$ cat config.mk
export PLATFORM = sky130hd
export DESIGN_NAME = vfd_scan_dimmer
export DESIGN_NICKNAME = d
export VERILOG_FILES = /design/src/rtl/vfd_pkg.sv /design/src/rtl/vfd_frame_timer.sv /design/src/rtl/vfd_shadow_regs.sv /design/src/rtl/vfd_grid_duty.sv /design/src/rtl/vfd_scan_dimmer.sv
export SDC_FILE = /design/constraint.sdc
export NUM_CORES = 1
export LEC_CHECK = 0
export ABC_CLOCK_PERIOD_IN_PS = 7700
export BUFFER_PORTS_ARGS = -buffer_cell sky130_fd_sc_hd__buf_2
export CAP_MARGIN = 20
export CORE_MARGIN = 1.5
export CORE_UTILIZATION = 35
export CTS_CLUSTER_DIAMETER = 120
export DETAILED_ROUTE_END_ITERATION = 12
export GPL_TIMING_DRIVEN = 0
export SYNTH_ARGS = -nofsm -noshare
export SYNTH_HDL_FRONTEND = slang
export SYNTH_SLANG_ARGS = --single-unit
export TNS_END_PERCENT = 10
$ cat constraint.sdc
create_clock -name clk -period 7.7 [get_ports clk]
set_input_delay 1.54 -clock clk [delete_from_list [all_inputs] [get_ports clk]]
set_output_delay 1.54 -clock clk [all_outputs]
set_load 0.005 [all_outputs]
$ cat src/rtl/vfd_pkg.sv
package vfd_pkg;

   // Dimmer code source
   typedef enum logic {
      DIM_DIGITAL = 1'b0,
      DIM_ANALOG  = 1'b1
   } dim_src_e;

endpackage

$ cat src/rtl/vfd_frame_timer.sv
module vfd_frame_timer #(
   parameter int FRAME_LOG2 = 12
) (
   input  logic                  clk,
   input  logic                  rst,
   output logic                  digit_sel,
   output logic [FRAME_LOG2-2:0] slot_pos,
   output logic                  frame_end
);

   logic [FRAME_LOG2-1:0] cnt;

   always_ff @(posedge clk) begin
      if (rst) cnt <= '0;
      else     cnt <= cnt + 1'b1;
   end

   assign digit_sel = cnt[FRAME_LOG2-1];
   assign slot_pos  = cnt[FRAME_LOG2-2:0];
   assign frame_end = &cnt;

endmodule

$ cat src/rtl/vfd_shadow_regs.sv
module vfd_shadow_regs
   import vfd_pkg::*;
#(
   parameter int SEG_W  = 37,
   parameter int CODE_W = 6
) (
   input  logic                 clk,
   input  logic                 rst,
   input  logic                 frame_end,
   input  logic                 load_valid,
   input  logic [2*SEG_W-1:0]   load_data,
   input  logic                 load_dim_src,
   input  logic [CODE_W-1:0]    load_dim_code,
   input  logic [CODE_W-1:0]    adc_code,
   output logic [2*SEG_W-1:0]   act_data,
   output logic [CODE_W-1:0]    act_code
);

   logic [2*SEG_W-1:0] pend_data;
   dim_src_e           pend_src;
   logic [CODE_W-1:0]  pend_code;

   // Pending copy: written at any time, also while blanked
   always_ff @(posedge clk) begin
      if (rst) begin
         pend_data <= '0;
         pend_src  <= DIM_DIGITAL;
         pend_code <= '0;
      end else if (load_valid) begin
         pend_data <= load_data;
         pend_src  <= dim_src_e'(load_dim_src);
         pend_code <= load_dim_code;
      end
   end

   // Active copy: moves only at the frame boundary
   always_ff @(posedge clk) begin
      if (rst) begin
         act_data <= '0;
         act_code <= '0;
      end else if (frame_end) begin
         act_data <= pend_data;
         act_code <= (pend_src == DIM_ANALOG) ? adc_code : pend_code;
      end
   end

   // active settings never move inside a frame
   a_r9_frame_hold: assert property (@(posedge clk) disable iff (rst)
      !frame_end |=> ($stable(act_data) && $stable(act_code)));

endmodule

$ cat src/rtl/vfd_grid_duty.sv
module vfd_grid_duty #(
   parameter int SLOT_LOG2 = 11,
   parameter int CODE_W    = 6,
   parameter int GUARD_CYC = 32,
   parameter int STEP_CYC  = 32
) (
   input  logic [SLOT_LOG2-1:0] slot_pos,
   input  logic [CODE_W-1:0]    act_code,
   output logic                 on
);

   localparam int MAX_END = GUARD_CYC + (2**CODE_W) * STEP_CYC;
   localparam int WW      = $clog2(MAX_END + 1) + 1;
   localparam int SLOT    = 2**SLOT_LOG2;

   logic [WW-1:0] pos_ext;
   logic [WW-1:0] win_end;
   logic          past_guard;

   assign pos_ext    = WW'(slot_pos);
   assign past_guard = (pos_ext >= WW'(GUARD_CYC));

   generate
      if (MAX_END <= SLOT) begin : g_no_cap
         // Every code ends inside the slot
         assign win_end = WW'(GUARD_CYC) + (WW'(act_code) + WW'(1)) * WW'(STEP_CYC);
      end else begin : g_cap
         logic [WW-1:0] raw_end;
         assign raw_end = WW'(GUARD_CYC) + (WW'(act_code) + WW'(1)) * WW'(STEP_CYC);
         assign win_end = (raw_end > WW'(SLOT)) ? WW'(SLOT) : raw_end;
      end
   endgenerate

   assign on = past_guard && (pos_ext < win_end);

endmodule

$ cat src/rtl/vfd_scan_dimmer.sv
module vfd_scan_dimmer #(
   parameter int SEG_W      = 37,
   parameter int CODE_W     = 6,
   parameter int FRAME_LOG2 = 12,
   parameter int GUARD_CYC  = 32,
   parameter int STEP_CYC   = 32,
   parameter bit BLANK_SYNC = 1'b0
) (
   input  logic                 clk,
   input  logic                 rst,
   input  logic                 load_valid,
   input  logic [2*SEG_W-1:0]   load_data,
   input  logic                 load_dim_src,
   input  logic [CODE_W-1:0]    load_dim_code,
   input  logic [CODE_W-1:0]    adc_code,
   input  logic                 blank_n,
   output logic [1:0]           grid,
   output logic [SEG_W-1:0]     seg
);

   localparam int SLOT_LOG2 = FRAME_LOG2 - 1;
   localparam int SLOT      = 2**SLOT_LOG2;

   generate
      if (FRAME_LOG2 < 3) begin : g_bad_frame
         $error("FRAME_LOG2 must be at least 3");
      end
      if (GUARD_CYC < 0 || GUARD_CYC >= SLOT) begin : g_bad_guard
         $error("GUARD_CYC must lie inside one slot");
      end
      if (STEP_CYC < 1) begin : g_bad_step
         $error("STEP_CYC must be positive");
      end
      if (SEG_W < 1 || CODE_W < 1) begin : g_bad_width
         $error("SEG_W and CODE_W must be positive");
      end
   endgenerate

   logic                 digit_sel;
   logic [SLOT_LOG2-1:0] slot_pos;
   logic                 frame_end;
   logic [2*SEG_W-1:0]   act_data;
   logic [CODE_W-1:0]    act_code;
   logic                 slot_on;
   logic                 blank_eff_n;

   vfd_frame_timer #(.FRAME_LOG2(FRAME_LOG2)) u_timer (
      .clk       (clk),
      .rst       (rst),
      .digit_sel (digit_sel),
      .slot_pos  (slot_pos),
      .frame_end (frame_end)
   );

   vfd_shadow_regs #(.SEG_W(SEG_W), .CODE_W(CODE_W)) u_shadow (
      .clk           (clk),
      .rst           (rst),
      .frame_end     (frame_end),
      .load_valid    (load_valid),
      .load_data     (load_data),
      .load_dim_src  (load_dim_src),
      .load_dim_code (load_dim_code),
      .adc_code      (adc_code),
      .act_data      (act_data),
      .act_code      (act_code)
   );

   vfd_grid_duty #(
      .SLOT_LOG2 (SLOT_LOG2),
      .CODE_W    (CODE_W),
      .GUARD_CYC (GUARD_CYC),
      .STEP_CYC  (STEP_CYC)
   ) u_duty (
      .slot_pos (slot_pos),
      .act_code (act_code),
      .on       (slot_on)
   );

   // Blanking path: direct gate or two-flop resynchronised gate
   generate
      if (BLANK_SYNC) begin : g_blank_sync
         logic [1:0] blank_ff;
         always_ff @(posedge clk) begin
            if (rst) blank_ff <= 2'b00;
            else     blank_ff <= {blank_ff[0], blank_n};
         end
         assign blank_eff_n = blank_ff[1];
      end else begin : g_blank_direct
         assign blank_eff_n = blank_n;
         // blanking darkens the grids in the same cycle
         a_r7_blank_dark: assert property (@(posedge clk) disable iff (rst)
            !blank_n |-> (grid == 2'b00 && seg == '0));
      end
   endgenerate

   // Per-digit grid enable and segment contribution
   logic [SEG_W-1:0] seg_part [2];

   generate
      for (genvar d = 0; d < 2; d++) begin : g_digit
         assign grid[d]     = slot_on && (digit_sel == 1'(d)) && blank_eff_n;
         assign seg_part[d] = grid[d] ? act_data[d*SEG_W +: SEG_W] : '0;
      end
   endgenerate

   assign seg = seg_part[0] | seg_part[1];

   // grids never overlap
   a_r2_grid_onehot: assert property (@(posedge clk) disable iff (rst)
      $onehot0(grid));

   // guard interval at the start of each slot keeps grids off
   a_r3_guard_off: assert property (@(posedge clk) disable iff (rst)
      (slot_pos < SLOT_LOG2'(GUARD_CYC)) |-> (grid == 2'b00));

   // segments are dark whenever no grid is on
   a_r6_seg_dark: assert property (@(posedge clk) disable iff (rst)
      (grid == 2'b00) |-> (seg == '0));

endmodule

; Yosys cells after proc, flatten, opt, wreduce, memory -nomap -nowiden
; Cells that the tools add are included.
[totals]
inputBits = 91
out_inout_bits = 39
word_cells = 24
register_bits = 173
[op_classes]
n_bitwise = 2
order_cmp = 3
add_sub_neg = 3
n_reduce_logical = 6
muxes = 4
[op_table]
columns = op, n
row1 = 2-to-1 mux 37 bit, 2
row2 = bitwise OR 37 bit, 1
row3 = adder 6 x 13 -> 13 bit (first input constant), 1
row4 = > comparator 13 x 12 -> 1 bit (second input constant), 1
row5 = < comparator 11 x 13 -> 1 bit, 1
row6 = 2-to-1 mux 13 bit, 1
row7 = adder 12 x 1 -> 12 bit (second input constant), 1
row8 = AND reduction 12 bit, 1
row9 = >= comparator 11 x 6 -> 1 bit (second input constant), 1
row10 = adder 6 x 1 -> 7 bit (second input constant), 1
row11 = 2-to-1 mux 6 bit, 1
row12 = logical AND 1 bit, 5
row13 = inverter 1 bit, 1

; Depth between registers and ports, before layout
; Gate-level depths: netlist (run 1).
[depth]
depth_word = 10
mapped_depth = 15

; Modules after synthesis
; From an unflattened synthesis (run 1), not the netlist that was laid out.
[hier_totals]
hier_cells = 724
area_unflattened_um2 = 7355.8
[by_module_without_submodules]
columns = module, area_each_um2, cells_each, seq_area_each_um2, instances
row1 = vfd_shadow_regs, 5801.8, 527, 3223.1, 1
row2 = vfd_scan_dimmer, 608.1, 86, 0.0, 1
row3 = vfd_frame_timer, 508.0, 56, 240.2, 1
row4 = vfd_grid_duty, 437.9, 55, 0.0, 1

; Worst setup path before layout (run 1)
; Ideal clock, no wire load.
[synth_path]
kind = reg-to-output
start = register u_shadow.act_code[0]
end = output port seg[28]
t_arrival_ns = 3.008
required_ns = 6.160
setup_slack_ns = 3.152
n_path_buf = 2
stages_incl_launch_ff = 16
cell_sequence = dfxtp_1 inv_1 ha_1 o21ai_0 o21ai_0 a22o_1 o21ai_0 a21oi_1 ha_1 a2111oi_0 o21ai_0 o21a_1 a31o_2 buf_2 buf_2 nor2_1
[synth_between]
elab_chain_len = 10
elab_cells_between_ends = 13
[synth_lines]
columns = item, line_no
row1 = from (decl), vfd_shadow_regs.sv:16  ; output logic [CODE_W-1:0] act_code
row2 = from (signal assigned), vfd_shadow_regs.sv:43  ; act_code <= (pend_src == DIM_ANALOG) ? adc_code : pend_code;
row3 = adder 6 x 1 -> 7 bit *, vfd_grid_duty.sv:29  ; assign raw_end = WW'(GUARD_CYC) + (WW'(act_code) + WW'(1)) * WW'(STEP_CYC);
row4 = adder 6 x 13 -> 13 bit *, vfd_grid_duty.sv:29
row5 = > comparator 13 x 12 -> 1 bit, vfd_grid_duty.sv:30  ; assign win_end = (raw_end > WW'(SLOT)) ? WW'(SLOT) : raw_end;
row6 = 2-to-1 mux 13 bit *, vfd_grid_duty.sv:30
row7 = < comparator 11 x 13 -> 1 bit *, vfd_grid_duty.sv:34  ; assign on = past_guard && (pos_ext < win_end);
row8 = logical AND 1 bit *, vfd_grid_duty.sv:34
row9 = logical AND 1 bit (2 in a row), vfd_scan_dimmer.sv:101  ; assign grid[d] = slot_on && (digit_sel == 1'(d)) && blank_eff_n;
row10 = 2-to-1 mux 37 bit, vfd_scan_dimmer.sv:102  ; assign seg_part[d] = grid[d] ? act_data[d*SEG_W +: SEG_W] : '0;
row11 = bitwise OR 37 bit *, vfd_scan_dimmer.sv:106  ; assign seg = seg_part[0] | seg_part[1];
row12 = to (decl), vfd_scan_dimmer.sv:18  ; output logic [SEG_W-1:0] seg
; Mark *: on every way between the ends. The rest lies on a longest branch, timed or not.

; Final worst setup path (run 1)
[layout_path]
start = register u_shadow.act_code[0]
end = output port seg[35]
; Same word-level chain as after synthesis.

==> run summary, run 1 <==
Synth Net Count - 893
Worst r2r src - u_timer.cnt[0]
Post-Syn Instances - 793
Number of synthesized flops with an enable pin - 0
CTS buffer count - 17
Layout Nets - 1039
Crit path time final - 5590 ps
Clock Latency Late Sink - 430 ps
CTS tree - yes
Placed insts - 1190
Detailed Place HPWL - 13200 um
Worst IR Drop VDD - 0.134 mV
Vias per cell - 4.61
Top delay family on crit path - compound AO/OA/AOI/OAI gates
Post-layout util - 43.5%
CP required - 6160 ps
Hold_sp - u_shadow.act_data[22]
Simple-Gate Fraction of Synth Area - 18.6%
Crit Path Class - register to output port
Unrepaired setup endpoints after global routing - no
Post-route DRC - 0
DIE AREA - 21700 um2
Max stage delay on crit path - 460 ps
Root buffer cell - clkbuf_16
Max FO, Critical Path - 10
Seq/Total Area, Yosys - 47.6%
Setup crit start kind - register
FILL cells - 2111
Vias in the first global route - 5503
Synthesis Warnings - 0
Post-CTS Hold Buffers - 0
CP Cell Sequence - inv_1, ha_1, o21ai_0, o21ai_0, a22o_1, o21ai_0, a21oi_1, ha_1, a2111oi_0, o21ai_0, o21a_1, a31o_2, buf_2, buf_2, nor2_1, buf_2
Final hold viol count - 0
Area occupied by multi-input gates - 3490 um2
WL final - 18000 um
Die Height - 147 um
First-pass GRT wire length - 28600 um
Layout overhead on the synthesized area - 21.3%
Clock slew at reported path FFs - 60 ps
Crit share post-route - 72.6%
Mapped Area - 7280 um2
Rows - 52
Leakage - 3.45 nW
Worst slew margin - 38.2%
Die W - 147 um
Share of cells above drive strength 1 - 26.7%
Outcome - complete, no violations
Tightest Pin Transition - 928 ps
Setup crit end kind - output port
Final setup margin - 2110 ps
Via count - 5633
Final worst clock skew - 13.6 ps
Remaining global-route overflow - 0
Routability congestion estimate - 0.755
Clock sinks - 173
Netlist cell types - 37
Largest net degree at the start of global routing - 17
Buffers on Ports - 127
Mux contribution to synthesized area - 17.1%
GRT Util Overall - 17.1%
WL per Instance - 14.7 um
# setup viols final - 0
Worst path most repeated cell - o21ai_0
Post-route ant nets - 0
Fin. max-slew vios - 0
# IOs - 130
Pre-CTS WS - 2540 ps
Crit path buf inv count - 4
Non-filler cells, final - 1221
Final instance area - 8830 um2
Overall Power - 1.89 mW
Main synth FF type - dfxtp_1
Post-CTS sizing - 0
N_diodes - 0
PD cells - 214 nW/um2
Initial Util - 35.9%
Mean Syn Cell Area - 9.18 um2
Worst hold margin - 451 ps
Clock Path Buffers - 2
FF+latch area - 3460 um2
Final setup TNS - 0 ps
Core Area - 20300 um2
Synth Register Bits - 173
WP data arrival - 4050 ps
CP max stage cell - dfxtp_1
Initial antenna violation count - 0
Fraction of registers with async set/reset - 0%
DR iter-0 viols - 262
DRT Pass-1 Iters - 5
H-tree Lvls - 4
Post-synthesis xor/xnor area fraction - 1.80%
Synthesized-area fraction occupied by adder cells - 1.55%
DP Area - 8250 um2
MaxCap Viol Count - 0
Post-CTS Setup Bufs - 0
Largest family of logic cells by synthesized area - simple AND/OR/NAND/NOR gates
Max Clk Rate - 179 MHz
Hold crit path type - register to register
CP startpoint - u_shadow.act_code[0]
Compound-cell area share of the yosys netlist - 8.94%
tightest hold or removal path, cell delays in order, from the launching register on:
cell	delay [ps]
dfxtp_1	310
nand2_1	50
a21oi_1	50
path summary, 6_finish.rpt:
| path | endpoint | slack [ps] | cells after the start |
|---|---|---|---|
| setup / recovery | seg[35] | 2110 | 16 |
| hold / removal | u_shadow.act_data[22] | 450 | 2 |
| setup reg to reg | u_shadow.act_data[58] | 5650 | 7 |
| hold reg to reg | u_shadow.act_data[22] | 450 | 2 |
sequential cells by signal, indices dropped and copies added, names as in the netlist:
name,count
u_shadow.act_data,74
u_shadow.act_code,6
u_shadow.pend_src,1
u_shadow.pend_data,74
u_shadow.pend_code,6
u_timer.cnt,12
cell usage in the layout (no fill, tap or decap), drive strengths merged:
cell type and count:
clkbuf 57, and4 4, nor2 140, and3 1, or4 1, o21a 1, nor3b 1, o21ai 6
xor2 8, nor2b 1, nor4b 1, dfxtp 173, nand2 155, a211oi 6, bufinv 2, xnor2 7
o31a 1, a22o 1, mux2i 124, ha 9, buf 147, o31ai 1, a2111oi 1, clkinvlp 4
and2 2, inv 5, a31o 1, nand4 5, nor3 1, nand3 5, a21oi 75, clkinv 5
synth_stat cells, types with 2 or more instances:
| library cell | n | area, um2 |
|---|---|---|
| dfxtp_1 | 173 | 3460 |
| nor2_1 | 140 | 526 |
| mux2i_1 | 124 | 1240 |
| nand2_1 | 115 | 432 |
| a21oi_2 | 40 | 350 |
| nand2_2 | 40 | 250 |
| clkbuf_1 | 37 | 139 |
| a21oi_1 | 35 | 175 |
| ha_1 | 9 | 113 |
| buf_2 | 8 | 40.0 |
| xor2_1 | 8 | 70.1 |
| xnor2_1 | 7 | 61.3 |
| a211oi_1 | 6 | 45.0 |
| buf_1 | 6 | 22.5 |
| o21ai_0 | 6 | 30.0 |
| inv_1 | 5 | 18.8 |
| nand3_1 | 5 | 25.0 |
| nand4_1 | 5 | 31.3 |
| buf_12 | 4 | 80.1 |
| and4_1 | 2 | 17.5 |
| and4_4 | 2 | 22.5 |
logic make-up after synthesis:
group | count (synthesis)
buf+inv | 62
compound gates | 93
fa+ha+maj | 9
xor+xnor | 15
flops | 173
mux | 124
simple gates | 317
layout make-up:
type	instances	area share, %
tap	270	3.83
clock inverter	11	1.35
inverter	5	0.213
sequential	173	39.2
timing repair buffer	127	7.20
buffer	57	3.44
clock buffer	20	5.17
multi-input combinational	558	39.6
report_power, final:
group | internal (mW) | total, mW | leakage, nW | switching (mW)
Sequential | 0.922 | 0.938 | 1.41 | 0.0162
Combinational | 0.0479 | 0.104 | 1.77 | 0.0557
Clock | 0.491 | 0.845 | 0.274 | 0.354
Total | 1.46 | 1.89 | 3.45 | 0.426
metal layers:
| layer | GRT usage (%) | up-vias | wire, um |
|---|---|---|---|
| met3 | 4.29 | 13 | 746 |
| met4 | 4.55 | 0 | 175 |
| met5 | 0 | - | 0 |
| met1 | 22.5 | 2597 | 8600 |
| met2 | 27.8 | 111 | 8470 |
| li1 | - | 2912 | - |
Power figures use the tool's default switching activity.
==> inputs of run 2 (changes only) <==
ABC_AREA = 1   (was not set)
ABC_CLOCK_PERIOD_IN_PS = 4800   (was 7700)
clock period = 4.8 ns   (was 7.7 ns; I/O delays follow)
==> run summary, run 2 <==
Outcome - complete, no violations
Main synth FF type - dfxtp_1
Netlist cell types - 26 (-30%)
Final hold viol count - 0 (unchanged)
Share of cells above drive strength 1 - 15.7% (-11 points)
Post-route ant nets - 0 (unchanged)
Crit path time final - 4420 ps
Synth top cells by count - 238 x nand2_1, 178 x nor2_1, 173 x dfxtp_1
Die Height - 146 um (-0.55%)
Tightest Pin Transition - 956 ps (+28.2 ps)
Crit share post-route - 92.1%
MaxCap Viol Count - 0 (unchanged)
PD cells - 361 nW/um2 (+69%)
# IOs - 130 (unchanged)
Number of synthesized flops with an enable pin - 0 (unchanged)
FILL cells - 2169 (+2.7%)
NetSw - 0.702 mW (+65%)
Worst path most repeated cell - nand2_1
Clock share of power - 47.6% (+2.8 points)
Largest net degree at the start of global routing - 17 (unchanged)
Clock Latency Late Sink - 430 ps (about the same)
DRT Pass-1 Iters - 5 (unchanged)
FF+latch area - 3470 um2 (+0.14%)
Initial antenna violation count - 0 (unchanged)
Rows - 52 (unchanged)
Remaining global-route overflow - 0 (unchanged)
Vias per cell - 4.85 (+5.2%)
Switching share of power - 21.9% (-0.62 points)
Area occupied by multi-input gates - 3270 um2 (-6.5%)
WP data arrival - 3460 ps (-590 ps)
Unrepaired setup endpoints after global routing - no
Synthesis Warnings - 0 (unchanged)
Via count - 6936 (+23%)
DIE AREA - 21400 um2 (-1.1%)
Worst IR Drop VDD - 0.242 mV (+80%)
CP Cell Sequence - inv_2, ha_1, nor2_2, nand3_1, nand3_1, nand3_1, nor2_1, nand2_1, nand2_2, nand3b_1, ha_1, nand2_1, nand2_1, nand2_1, nand2_1, a21oi_2, buf_6, buf_6, nand4_1, nand2_1, buf_2
GRT Util Overall - 19.5% (+2.4 points)
H-tree Lvls - 4 (unchanged)
# setup viols final - 0 (unchanged)
N_diodes - 0 (unchanged)
Setup crit end kind - output port
Synth Net Count - 1100 (+23%)
Comb power frac - 5.1% (-0.4 points)
Max stage delay on crit path - 390 ps (-70 ps)
Worst slew margin - 36.0% (-2.1 points)
Routability congestion estimate - 0.808 (+7.1%)
Final worst clock skew - 10.9 ps (-2.80 ps)
CTS tree - yes
Post-synth top area share - 48.1% (+0.54 points)
Hold crit path type - register to register
Vias in the first global route - 6599 (+20%)
Clock slew at reported path FFs - 70 ps (about the same)
Largest registers - u_shadow.act_data x74, u_shadow.pend_data x74, u_timer.cnt x12
First-pass GRT wire length - 33100 um (+16%)
Max FO, Critical Path - 10 (unchanged)
Layout Nets - 1247 (+20%)
Buffers on Ports - 127 (unchanged)
Mean Syn Cell Area - 7.20 um2 (-22%)
Final setup TNS - 0 ps (unchanged)
Clock sinks - 173 (unchanged)
Internal Dissipation - 2.49 mW (+71%)
Fraction of registers with async set/reset - 0% (unchanged)
Met1 wire length - 9770 um (+14%)
Leakage - 3.69 nW (+6.9%)
Post-layout util - 43.7% (+0.23 points)
Commonest non-fill, non-tap cell in the layout - nand2_1
Mapped Area - 7200 um2 (-1.1%)
CP required - 3840 ps (-2320 ps)
Core Area - 20200 um2 (-0.32%)
Routed met2 length - 9730 um (+15%)
WL per Instance - 14.4 um (-2.2%)
Post-Syn Instances - 1000 (+26%)
Post-route DRC - 0 (unchanged)
Most frequent cells in the layout - 238 x nand2_1, 177 x nor2_1, 171 x dfxtp_1
Layout overhead on the synthesized area - 22.9%
Top area cells in the synthesized netlist - dfxtp_1 48%, nand2_1 12%, nor2_1 9.3%
Top-count cell post-synth - nand2_1
Initial Util - 35.6% (-0.29 points)
Die W - 146 um (-0.55%)
Clock Path Buffers - 2 (unchanged)
Max Clk Rate - 226 MHz
Seq/Total Area, Yosys - 48.1% (+0.54 points)
Fin. max-slew vios - 0 (unchanged)
Detailed Place HPWL - 15000 um (+14%)
Area leader, netlist - dfxtp_1
DR iter-0 viols - 396 (+51%)
Crit Path Class - register to output port
WL final - 20600 um (+14%)
Root buffer cell - clkbuf_16
Met3 Routed Length - 795 um (+6.6%)
CP max stage cell - dfxtp_4
Seq pwr share - 47.2% (-2.5 points)
Highest metal used - met4
CTS buffer count - 17 (unchanged)
Synth Register Bits - 173 (unchanged)
Setup crit start kind - register
==> run 2: what timing repair did <==
item,4_1_cts,5_1_grt
resized for setup,0,4
buffers inserted,0,1
hold buffers,0,0
endpoints found under the setup margin,0,38
==> run 2: metal layers <==
layer | track usage [%] | vias to the layer above
met1 | 26.0 | 3180
li1 | - | 3599
met4 | 5.35 | 0
met5 | 0 | -
met2 | 32.3 | 137
met3 | 3.59 | 20
==> run 2: power by group through the flow <==
stage / clock network (mW) / registers (mW) / logic, mW
after global placement: 0 / 1.54 / 0.164
after detailed placement: 0 / 1.54 / 0.166
final: 1.52 / 1.51 / 0.165
after global routing: 1.59 / 1.51 / 0.190
after floorplan: 0 / 1.53 / 0.0920
after CTS: 1.54 / 1.51 / 0.167
==> run 2: stage by stage <==
stage	total power [mW]	worst slack, ps	hold slack, ps	instance area (um2)	instances
after floorplan	1.63	1310	430	7200	1000
after global placement	1.70	684	445	8170	1397
after detailed placement	1.71	654	449	8170	1397
after CTS	3.22	192	458	8820	1428
after global routing	3.30	37.1	469	8850	1429
final	3.20	378	457	8850	1429
==> run 2: area by class of cell <==
cell class	instances	area share, %
flip-flops and latches	173	39.2
multi-input cells	715	36.9
repair buffers	128	7.41
clock buffers	21	5.20
well taps	270	3.82
plain buffers	76	3.80
clock inverters	10	2.12
inverters	36	1.53
==> run 2: critical path: cells and delay by family (launching register included) <==
family,cells,cell delay [ps]
AO/OA/AOI/OAI,1,240
adder cells (fa/ha/maj),2,580
buffers and inverters,4,530
flip-flops,1,390
AND/OR/NAND/NOR,14,1290
==> run 2: worst paths after layout <==
path / from / end / slack, ps / cells after the start
setup reg to reg: u_timer.cnt[0] / u_shadow.act_data[71] / 2180 / 11
hold reg to reg: u_shadow.pend_data[34] / u_shadow.act_data[34] / 460 / 2
setup / recovery: u_shadow.act_code[0] / seg[1] / 380 / 21
hold / removal: u_shadow.pend_data[34] / u_shadow.act_data[34] / 460 / 2
==> run 2: cell families (layout without fill, tap and decap cells) <==
logic type	Yosys count	count (layout)	synth area share, %
AND/OR/NAND/NOR	519	519	30.5
AO/OA/AOI/OAI	187	187	13.2
flip-flops	173	173	48.1
buffers and inverters	112	271	6.55
adder cells (fa/ha/maj)	9	9	1.56
